$ cat src/rtl/ctimer_pkg.sv
`timescale 1ns/1ps
package ctimer_pkg;
  // register addresses
  localparam int ADR_CTLA = 0;
  localparam int ADR_CTLB = 1;
  localparam int ADR_LOW  = 2;
  localparam int ADR_HIGH = 3;
  localparam int ADR_CAPT = 4;

  // control A fields
  localparam int A_EN     = 0;
  localparam int A_SINGLE = 1;
  localparam int A_STAT   = 2;
  localparam int A_TMASK  = 3;
  localparam int A_CMASK  = 4;
  localparam int A_ROUTE  = 5;

  // control B fields
  localparam int B_TX     = 0;
  localparam int B_INIT   = 1;
  localparam int B_EDGE   = 2;
  localparam int B_FILT   = 4;

  typedef enum logic [1:0] {
    EDGE_NONE = 2'b00,
    EDGE_RISE = 2'b01,
    EDGE_FALL = 2'b10,
    EDGE_BOTH = 2'b11
  } edge_sel_e;

  // strobes from control to datapath
  typedef struct packed {
    logic start;  // enable rising by a register write
    logic run;    // enable bit level
  } ctl_stb_t;
endpackage

$ cat src/rtl/ctimer_ctrl.sv
`timescale 1ns/1ps
module ctimer_ctrl
  import ctimer_pkg::*;
#(
  parameter int DATA_W = 8,
  parameter int ADDR_W = 3,
  parameter int FILT_W = 3
) (
  input  logic              clk,
  input  logic              rstN,
  input  logic              wrEn,
  input  logic [ADDR_W-1:0] wrAddr,
  input  logic [DATA_W-1:0] wrData,
  input  logic [ADDR_W-1:0] rdAddr,
  output logic [DATA_W-1:0] rdData,
  input  logic              timeoutEv,
  input  logic              captureEv,
  input  logic [DATA_W-1:0] captureVal,
  output ctl_stb_t          stb,
  output logic              txMode,
  output logic              initLvl,
  output edge_sel_e         edgeSel,
  output logic [FILT_W-1:0] filtW,
  output logic [DATA_W-1:0] lowHold,
  output logic [DATA_W-1:0] highHold,
  output logic              routeEn,
  output logic              timeoutIrq,
  output logic              captIrq
);
  localparam logic [ADDR_W-1:0] AdrA    = ADDR_W'(ADR_CTLA);
  localparam logic [ADDR_W-1:0] AdrB    = ADDR_W'(ADR_CTLB);
  localparam logic [ADDR_W-1:0] AdrLow  = ADDR_W'(ADR_LOW);
  localparam logic [ADDR_W-1:0] AdrHigh = ADDR_W'(ADR_HIGH);
  localparam logic [ADDR_W-1:0] AdrCapt = ADDR_W'(ADR_CAPT);

  logic enable, single, status, tMask, cMask;
  logic wrA, wrB;

  assign wrA = wrEn && (wrAddr == AdrA);
  assign wrB = wrEn && (wrAddr == AdrB);

  assign stb.start = wrA && wrData[A_EN] && !enable;
  assign stb.run   = enable;

  always_ff @(posedge clk or negedge rstN) begin
    if (!rstN) begin
      enable     <= 1'b0;
      single     <= 1'b0;
      status     <= 1'b0;
      tMask      <= 1'b0;
      cMask      <= 1'b0;
      routeEn    <= 1'b0;
      txMode     <= 1'b0;
      initLvl    <= 1'b0;
      edgeSel    <= EDGE_NONE;
      filtW      <= '0;
      lowHold    <= '0;
      highHold   <= '0;
      timeoutIrq <= 1'b0;
      captIrq    <= 1'b0;
    end else begin
      timeoutIrq <= timeoutEv && tMask;
      captIrq    <= captureEv && cMask;

      if (timeoutEv)
        status <= 1'b1;
      else if (wrA && wrData[A_STAT])
        status <= 1'b0;

      if (wrA) begin
        enable  <= wrData[A_EN];
        single  <= wrData[A_SINGLE];
        tMask   <= wrData[A_TMASK];
        cMask   <= wrData[A_CMASK];
        routeEn <= wrData[A_ROUTE];
      end else if (timeoutEv && txMode && single) begin
        enable  <= 1'b0;
      end

      if (wrB) begin
        txMode  <= wrData[B_TX];
        initLvl <= wrData[B_INIT];
        edgeSel <= edge_sel_e'(wrData[B_EDGE +: 2]);
        filtW   <= wrData[B_FILT +: FILT_W];
      end

      if (wrEn && (wrAddr == AdrLow))  lowHold  <= wrData;
      if (wrEn && (wrAddr == AdrHigh)) highHold <= wrData;
    end
  end

  always_comb begin
    rdData = '0;
    case (rdAddr)
      AdrA: begin
        rdData[A_EN]     = enable;
        rdData[A_SINGLE] = single;
        rdData[A_STAT]   = status;
        rdData[A_TMASK]  = tMask;
        rdData[A_CMASK]  = cMask;
        rdData[A_ROUTE]  = routeEn;
      end
      AdrB: begin
        rdData[B_TX]            = txMode;
        rdData[B_INIT]          = initLvl;
        rdData[B_EDGE +: 2]     = edgeSel;
        rdData[B_FILT +: FILT_W] = filtW;
      end
      AdrLow:  rdData = lowHold;
      AdrHigh: rdData = highHold;
      AdrCapt: rdData = captureVal;
      default: rdData = '0;
    endcase
  end
endmodule

$ cat src/rtl/ctimer_dpath.sv
`timescale 1ns/1ps
module ctimer_dpath
  import ctimer_pkg::*;
#(
  parameter int DATA_W = 8,
  parameter int FILT_W = 3
) (
  input  logic              clk,
  input  logic              rstN,
  input  logic              tickEn,
  input  logic              rawIn,
  input  ctl_stb_t          stb,
  input  logic              txMode,
  input  logic              initLvl,
  input  edge_sel_e         edgeSel,
  input  logic [FILT_W-1:0] filtW,
  input  logic [DATA_W-1:0] lowHold,
  input  logic [DATA_W-1:0] highHold,
  output logic              timerOut,
  output logic              timeoutEv,
  output logic              captureEv,
  output logic [DATA_W-1:0] captureVal
);
  localparam logic [DATA_W-1:0] CntFull = '1;

  logic [DATA_W-1:0] cnt;
  logic [FILT_W-1:0] fCnt;
  logic fIn, fPrev, running;
  logic riseDet, fallDet, qualEdge;
  logic active, demodEdge, counting;

  // glitch qualifier: raw must differ for filtW+1 clocks
  always_ff @(posedge clk or negedge rstN) begin
    if (!rstN) begin
      fIn   <= 1'b0;
      fPrev <= 1'b0;
      fCnt  <= '0;
    end else begin
      fPrev <= fIn;
      if (rawIn == fIn) begin
        fCnt <= '0;
      end else if (fCnt == filtW) begin
        fIn  <= rawIn;
        fCnt <= '0;
      end else begin
        fCnt <= fCnt + 1'b1;
      end
    end
  end

  assign riseDet = fIn && !fPrev;
  assign fallDet = !fIn && fPrev;

  always_comb begin
    case (edgeSel)
      EDGE_RISE: qualEdge = riseDet;
      EDGE_FALL: qualEdge = fallDet;
      EDGE_BOTH: qualEdge = riseDet || fallDet;
      default:   qualEdge = 1'b0;
    endcase
  end

  assign active    = stb.run && !stb.start;
  assign demodEdge = active && !txMode && qualEdge;
  assign captureEv = demodEdge && running;
  assign counting  = active && (txMode || running) && tickEn;
  assign timeoutEv = counting && (cnt == '0) && !demodEdge;

  always_ff @(posedge clk or negedge rstN) begin
    if (!rstN) begin
      cnt        <= '0;
      timerOut   <= 1'b0;
      running    <= 1'b0;
      captureVal <= '0;
    end else if (stb.start) begin
      running <= txMode;
      if (txMode) begin
        timerOut <= initLvl;
        cnt      <= initLvl ? highHold : lowHold;
      end else begin
        cnt      <= CntFull;
      end
    end else if (demodEdge) begin
      running <= 1'b1;
      cnt     <= CntFull;
      if (running) captureVal <= cnt;
    end else if (timeoutEv) begin
      if (txMode) begin
        timerOut <= !timerOut;
        cnt      <= timerOut ? lowHold : highHold;
      end else begin
        cnt      <= CntFull;
      end
    end else if (counting) begin
      cnt <= cnt - 1'b1;
    end
  end
endmodule

$ cat src/rtl/carrier_timer.sv
`timescale 1ns/1ps
module carrier_timer
  import ctimer_pkg::*;
#(
  parameter int DATA_W = 8,
  parameter int ADDR_W = 3,
  parameter int FILT_W = 3
) (
  input  logic              clk,
  input  logic              rstN,
  input  logic              tickEn,
  input  logic              wrEn,
  input  logic [ADDR_W-1:0] wrAddr,
  input  logic [DATA_W-1:0] wrData,
  input  logic [ADDR_W-1:0] rdAddr,
  output logic [DATA_W-1:0] rdData,
  input  logic              sigIn,
  input  logic              portData,
  output logic              pinOut,
  output logic              timeoutIrq,
  output logic              captIrq
);
  ctl_stb_t          stb;
  logic              txMode, initLvl, routeEn, timerOut;
  logic              timeoutEv, captureEv;
  edge_sel_e         edgeSel;
  logic [FILT_W-1:0] filtW;
  logic [DATA_W-1:0] lowHold, highHold, captureVal;

  ctimer_ctrl #(.DATA_W(DATA_W), .ADDR_W(ADDR_W), .FILT_W(FILT_W)) u_ctrl (
    .clk(clk), .rstN(rstN), .wrEn(wrEn), .wrAddr(wrAddr), .wrData(wrData),
    .rdAddr(rdAddr), .rdData(rdData), .timeoutEv(timeoutEv), .captureEv(captureEv),
    .captureVal(captureVal), .stb(stb), .txMode(txMode), .initLvl(initLvl),
    .edgeSel(edgeSel), .filtW(filtW), .lowHold(lowHold), .highHold(highHold),
    .routeEn(routeEn), .timeoutIrq(timeoutIrq), .captIrq(captIrq)
  );

  ctimer_dpath #(.DATA_W(DATA_W), .FILT_W(FILT_W)) u_dpath (
    .clk(clk), .rstN(rstN), .tickEn(tickEn), .rawIn(sigIn), .stb(stb),
    .txMode(txMode), .initLvl(initLvl), .edgeSel(edgeSel), .filtW(filtW),
    .lowHold(lowHold), .highHold(highHold), .timerOut(timerOut),
    .timeoutEv(timeoutEv), .captureEv(captureEv), .captureVal(captureVal)
  );

  assign pinOut = routeEn ? timerOut : portData;
endmodule

$ cat config.mk
export PLATFORM = sky130hd
export DESIGN_NAME = carrier_timer
export DESIGN_NICKNAME = d
export VERILOG_FILES = /design/src/rtl/ctimer_pkg.sv /design/src/rtl/ctimer_ctrl.sv /design/src/rtl/ctimer_dpath.sv /design/src/rtl/carrier_timer.sv
export SDC_FILE = /design/constraint.sdc
export NUM_CORES = 1
export LEC_CHECK = 0
export BUFFER_PORTS_ARGS = -buffer_cell sky130_fd_sc_hd__clkbuf_2
export CORE_MARGIN = 5
export CORE_UTILIZATION = 34
export CTS_CLUSTER_SIZE = 14
export DETAILED_ROUTE_END_ITERATION = 7
export MAX_ROUTING_LAYER = met4
export PLACE_DENSITY = 0.63
export SETUP_SLACK_MARGIN = 0.3
export SLEW_MARGIN = 10
export SYNTH_ARGS = -nofsm -noshare
export SYNTH_HDL_FRONTEND = slang
export SYNTH_SLANG_ARGS = --single-unit
export TNS_END_PERCENT = 30
$ cat constraint.sdc
create_clock -name clk -period 3.2 [get_ports clk]
set_clock_uncertainty 0.2 [all_clocks]
set_input_delay 0.32 -clock clk [delete_from_list [all_inputs] [get_ports clk]]
set_output_delay 0.32 -clock clk [all_outputs]
set_load 0.005 [all_outputs]
==> results_dict.tcl <==
set metrics [dict create \
    finalSetupViolCount 0 \
    reg2reg_slack_ns 0.79 \
    fin_util_pct 39.5 \
    synth_nets 299 \
    antenna_found_initial 0 \
    wire_per_inst_um 18.7 \
    area_growth_pct 12.7 \
    die_x_um 105 \
    reg2reg_to "u_dpath.captureVal[6]" \
    synthesis.area_um2 3060 \
    insertion_delay_ns 0.32 \
    hold_start "sigIn" \
    grt_pass1_vias 2300 \
    drt_wl_total_um 7740 \
    ioPinCount 31 \
    cts_buffer_depth 2 \
    min_to "u_dpath.fIn" \
    drt_iter0_markers 137 \
    fillers 844 \
    cp_num_buf_inv 1 \
    first_pass_iters 5 \
    arrival_ns 2.42 \
    synthArstFlopShare_pct 100 \
    drc 0 \
    diodes 0 \
    num_rows 34 \
    ctsResizeCount 0 \
    power.density_nw_per_um2 640 \
    postSynthCellCount 275 \
    p_leak_nw 1.52 \
    grt_max_degree 29 \
    crit_type "reg2reg" \
    timing.final.crit_period_ns 2.41 \
    numPortBuffers 30 \
    numCtsBuffers 5 \
    status "completed" \
    synth_edf_count 0 \
    cts_setup_buffers 0 \
    r2r_start "u_dpath.fIn" \
    finalHoldViolCount 0 \
    cap_violations 0 \
    finalSetupTns_ns 0 \
    fin_nets 329 \
    globalplace.congestion 0.909 \
    drive_gt1_share_pct 29.7 \
    crit_family "simple AND/OR/NAND/NOR gates" \
    cts_tree "built" \
    fin_area_um2 3450 \
    hold_depth 3 \
    viasPerCell 5.55 \
    rsz0062_at_grt "no" \
    slowest_stage "dfrtp_1" \
    clk_pin_slew_ns 0.10 \
    required_ns 3.21 \
    ys_seq_elements 54 \
    r2r_cells 6 \
    critical_path.cell_chain "ha_1 -> and3_1 -> nor4_4 -> buf_4 -> nand2_1 -> mux2_2" \
    slew_headroom_pct 55.8 \
    ir_drop_uv 310 \
    yosys_warnings 0 \
    postPlaceCellArea_um2 3330 \
    start_util_pct 35.1 \
    syn_avg_cell_area_um2 11.1 \
    vias 2299 \
    clock_sinks 54 \
    die_area_um2 11000 \
    cts-root-buf "clkbuf_8" \
    ctsHoldBuffers 1 \
    gr-total-overflow 0 \
    fmax_ghz 0.415 \
    grt_pass1_wl_um 12600 \
    path_max_fanout 10 \
    start_kind "register" \
    slowest_delay_ns 0.43 \
    hp-class "in2reg" \
    h-tree-depth 2 \
    ys.flop_type "dfrtp_1" \
    antenna_left 0 \
    core_um2 8720 \
    die_h_um 105 \
    dp_hpwl_um 5660 \
    crit_path_end_kind "register" \
    seq_area_frac_synth_pct 44.2 \
    tightest_slew_ns 0.662 \
    finalCritPeriodShare_pct 75.3 \
    synth_cell_type_count 53 \
    grtUsageTotal_pct 14.6 \
    drv_slew 0 \
]
[power by group]
| group | internal, mW | switching, mW | total [mW] |
|---|---|---|---|
| clock network | 0.231 | 0.236 | 0.466 |
| registers | 0.875 | 0.249 | 1.12 |
| logic | 0.334 | 0.281 | 0.615 |
| total | 1.44 | 0.765 | 2.21 |
[worst register-to-register path, cell delays in order (launching register included)]
cell and delay [ns]:
dfrtp_1 0.43, ha_1 0.28, and3_1 0.23, nor4_4 0.28, buf_4 0.22, nand2_1 0.29
mux2_2 0.37
[layer usage]
| metal | track usage (%) | share of wire, % | vias to the layer above |
|---|---|---|---|
| met4 | 4.02 | 1.8 | 0 |
| met3 | 2.10 | 4.2 | 13 |
| met5 | - | 0 | - |
| li1 | - | - | 1080 |
| met1 | 20.2 | 47 | 1134 |
| met2 | 22.5 | 47 | 72 |
[how the worst max path moves through the flow]
stage,start,end,slack [ns],cells after the start
2_1_floorplan,u_dpath.fIn,u_dpath.captureVal[0],0.97,5
6_report,u_dpath.fIn,u_dpath.captureVal[6],0.79,6
5_1_grt,u_dpath.fIn,u_dpath.captureVal[4],0.69,6
4_1_cts,u_dpath.fIn,u_dpath.captureVal[4],0.79,6
3_3_place_gp,u_dpath.fIn,u_dpath.captureVal[3],0.84,6
3_5_place_dp,u_dpath.fIn,u_dpath.captureVal[4],0.82,6
[metrics by stage]
| stage | setup WS [ns] | hold WS, ns | std cells | total power, mW |
|---|---|---|---|---|
| 2_1_floorplan | 0.970 | -0.176 | 275 | 1.53 |
| 3_3_place_gp | 0.841 | 0.191 | 405 | 1.73 |
| 3_5_place_dp | 0.815 | 0.195 | 405 | 1.75 |
| 4_1_cts | 0.792 | 0.0449 | 414 | 2.22 |
| 5_1_grt | 0.686 | 0.0494 | 414 | 2.36 |
| 6_report | 0.789 | 0.0412 | 414 | 2.21 |
[synthesized netlist by cell type, types with 2 or more instances]
cell,n,area share [%]
clkbuf_1,10,1.2
mux2i_1,22,7.2
mux2_2,39,14
nor2_1,15,1.8
o211a_1,3,0.98
or4_4,2,0.74
nand2_1,18,2.2
ha_1,4,1.6
o21ai_0,5,0.82
o211ai_1,3,0.74
a22o_1,2,0.57
inv_1,9,1.1
nand4b_1,2,0.57
xnor2_1,3,0.86
a21oi_1,10,1.6
nor4_1,3,0.61
nor3_1,7,1.1
buf_1,2,0.25
nor2b_1,5,1.0
and2_1,2,0.41
o2bb2ai_1,2,0.57
o22ai_1,6,1.2
a21o_1,2,0.49
xor2_1,5,1.4
and3_1,6,1.2
nand2b_1,4,0.82
nand3_1,3,0.49
dfrtp_1,54,44
a211oi_1,3,0.74
[state kept, by name (all words and copies together), names as in the netlist, 2 cells and up]
signal,cells
u_ctrl.lowHold,8
u_ctrl.filtW,3
u_dpath.captureVal,8
u_dpath.fCnt,3
u_ctrl.edgeSel,2
u_ctrl.highHold,8
u_dpath.cnt,8
[cell usage in the layout (no fill, tap or decap), types with 3 or more instances in the layout]
cell type and count:
o22ai_1 6, inv_1 9, and3_1 6, nor2b_1 5, o211a_1 3, xnor2_1 3, a21oi_1 10, mux2_2 39
mux2i_1 22, nor3_1 7, nor4_1 3, nand2b_1 4, clkbuf_8 5, a211oi_1 3, xor2_1 5, buf_4 4
clkbuf_2 30, ha_1 4, dfrtp_1 54, nand3_1 3, nand2_1 18, o21ai_0 5, nor2_1 15, o211ai_1 3
[final cells by class]
class                           count  area, um^2  share of cell area, %
Clock buffer                        5        68.8                   2.00
Sequential cell                    54        1350                   39.2
Clock inverter                      3        40.0                   1.16
Multi-Input combinational cell    200        1630                   47.2
Tap cell                          108         135                   3.92
Timing Repair Buffer               35         190                   5.52
Inverter                            9        33.8                  0.980
[kinds of logic (layout without fill, tap and decap cells)]
group / Yosys count / count (layout) / synth area share (%)
and+or+nand+nor: 75 / 75 / 14.1
muxes: 62 / 62 / 22.3
DFF: 54 / 54 / 44.2
AOI/OAI and AO/OA: 51 / 51 / 12.9
buffers and inverters: 21 / 52 / 2.58
xor gates and xnor gates: 8 / 8 / 2.29
adders and majority gates: 4 / 4 / 1.64
Note: power is estimated with default switching activity, not from simulation.
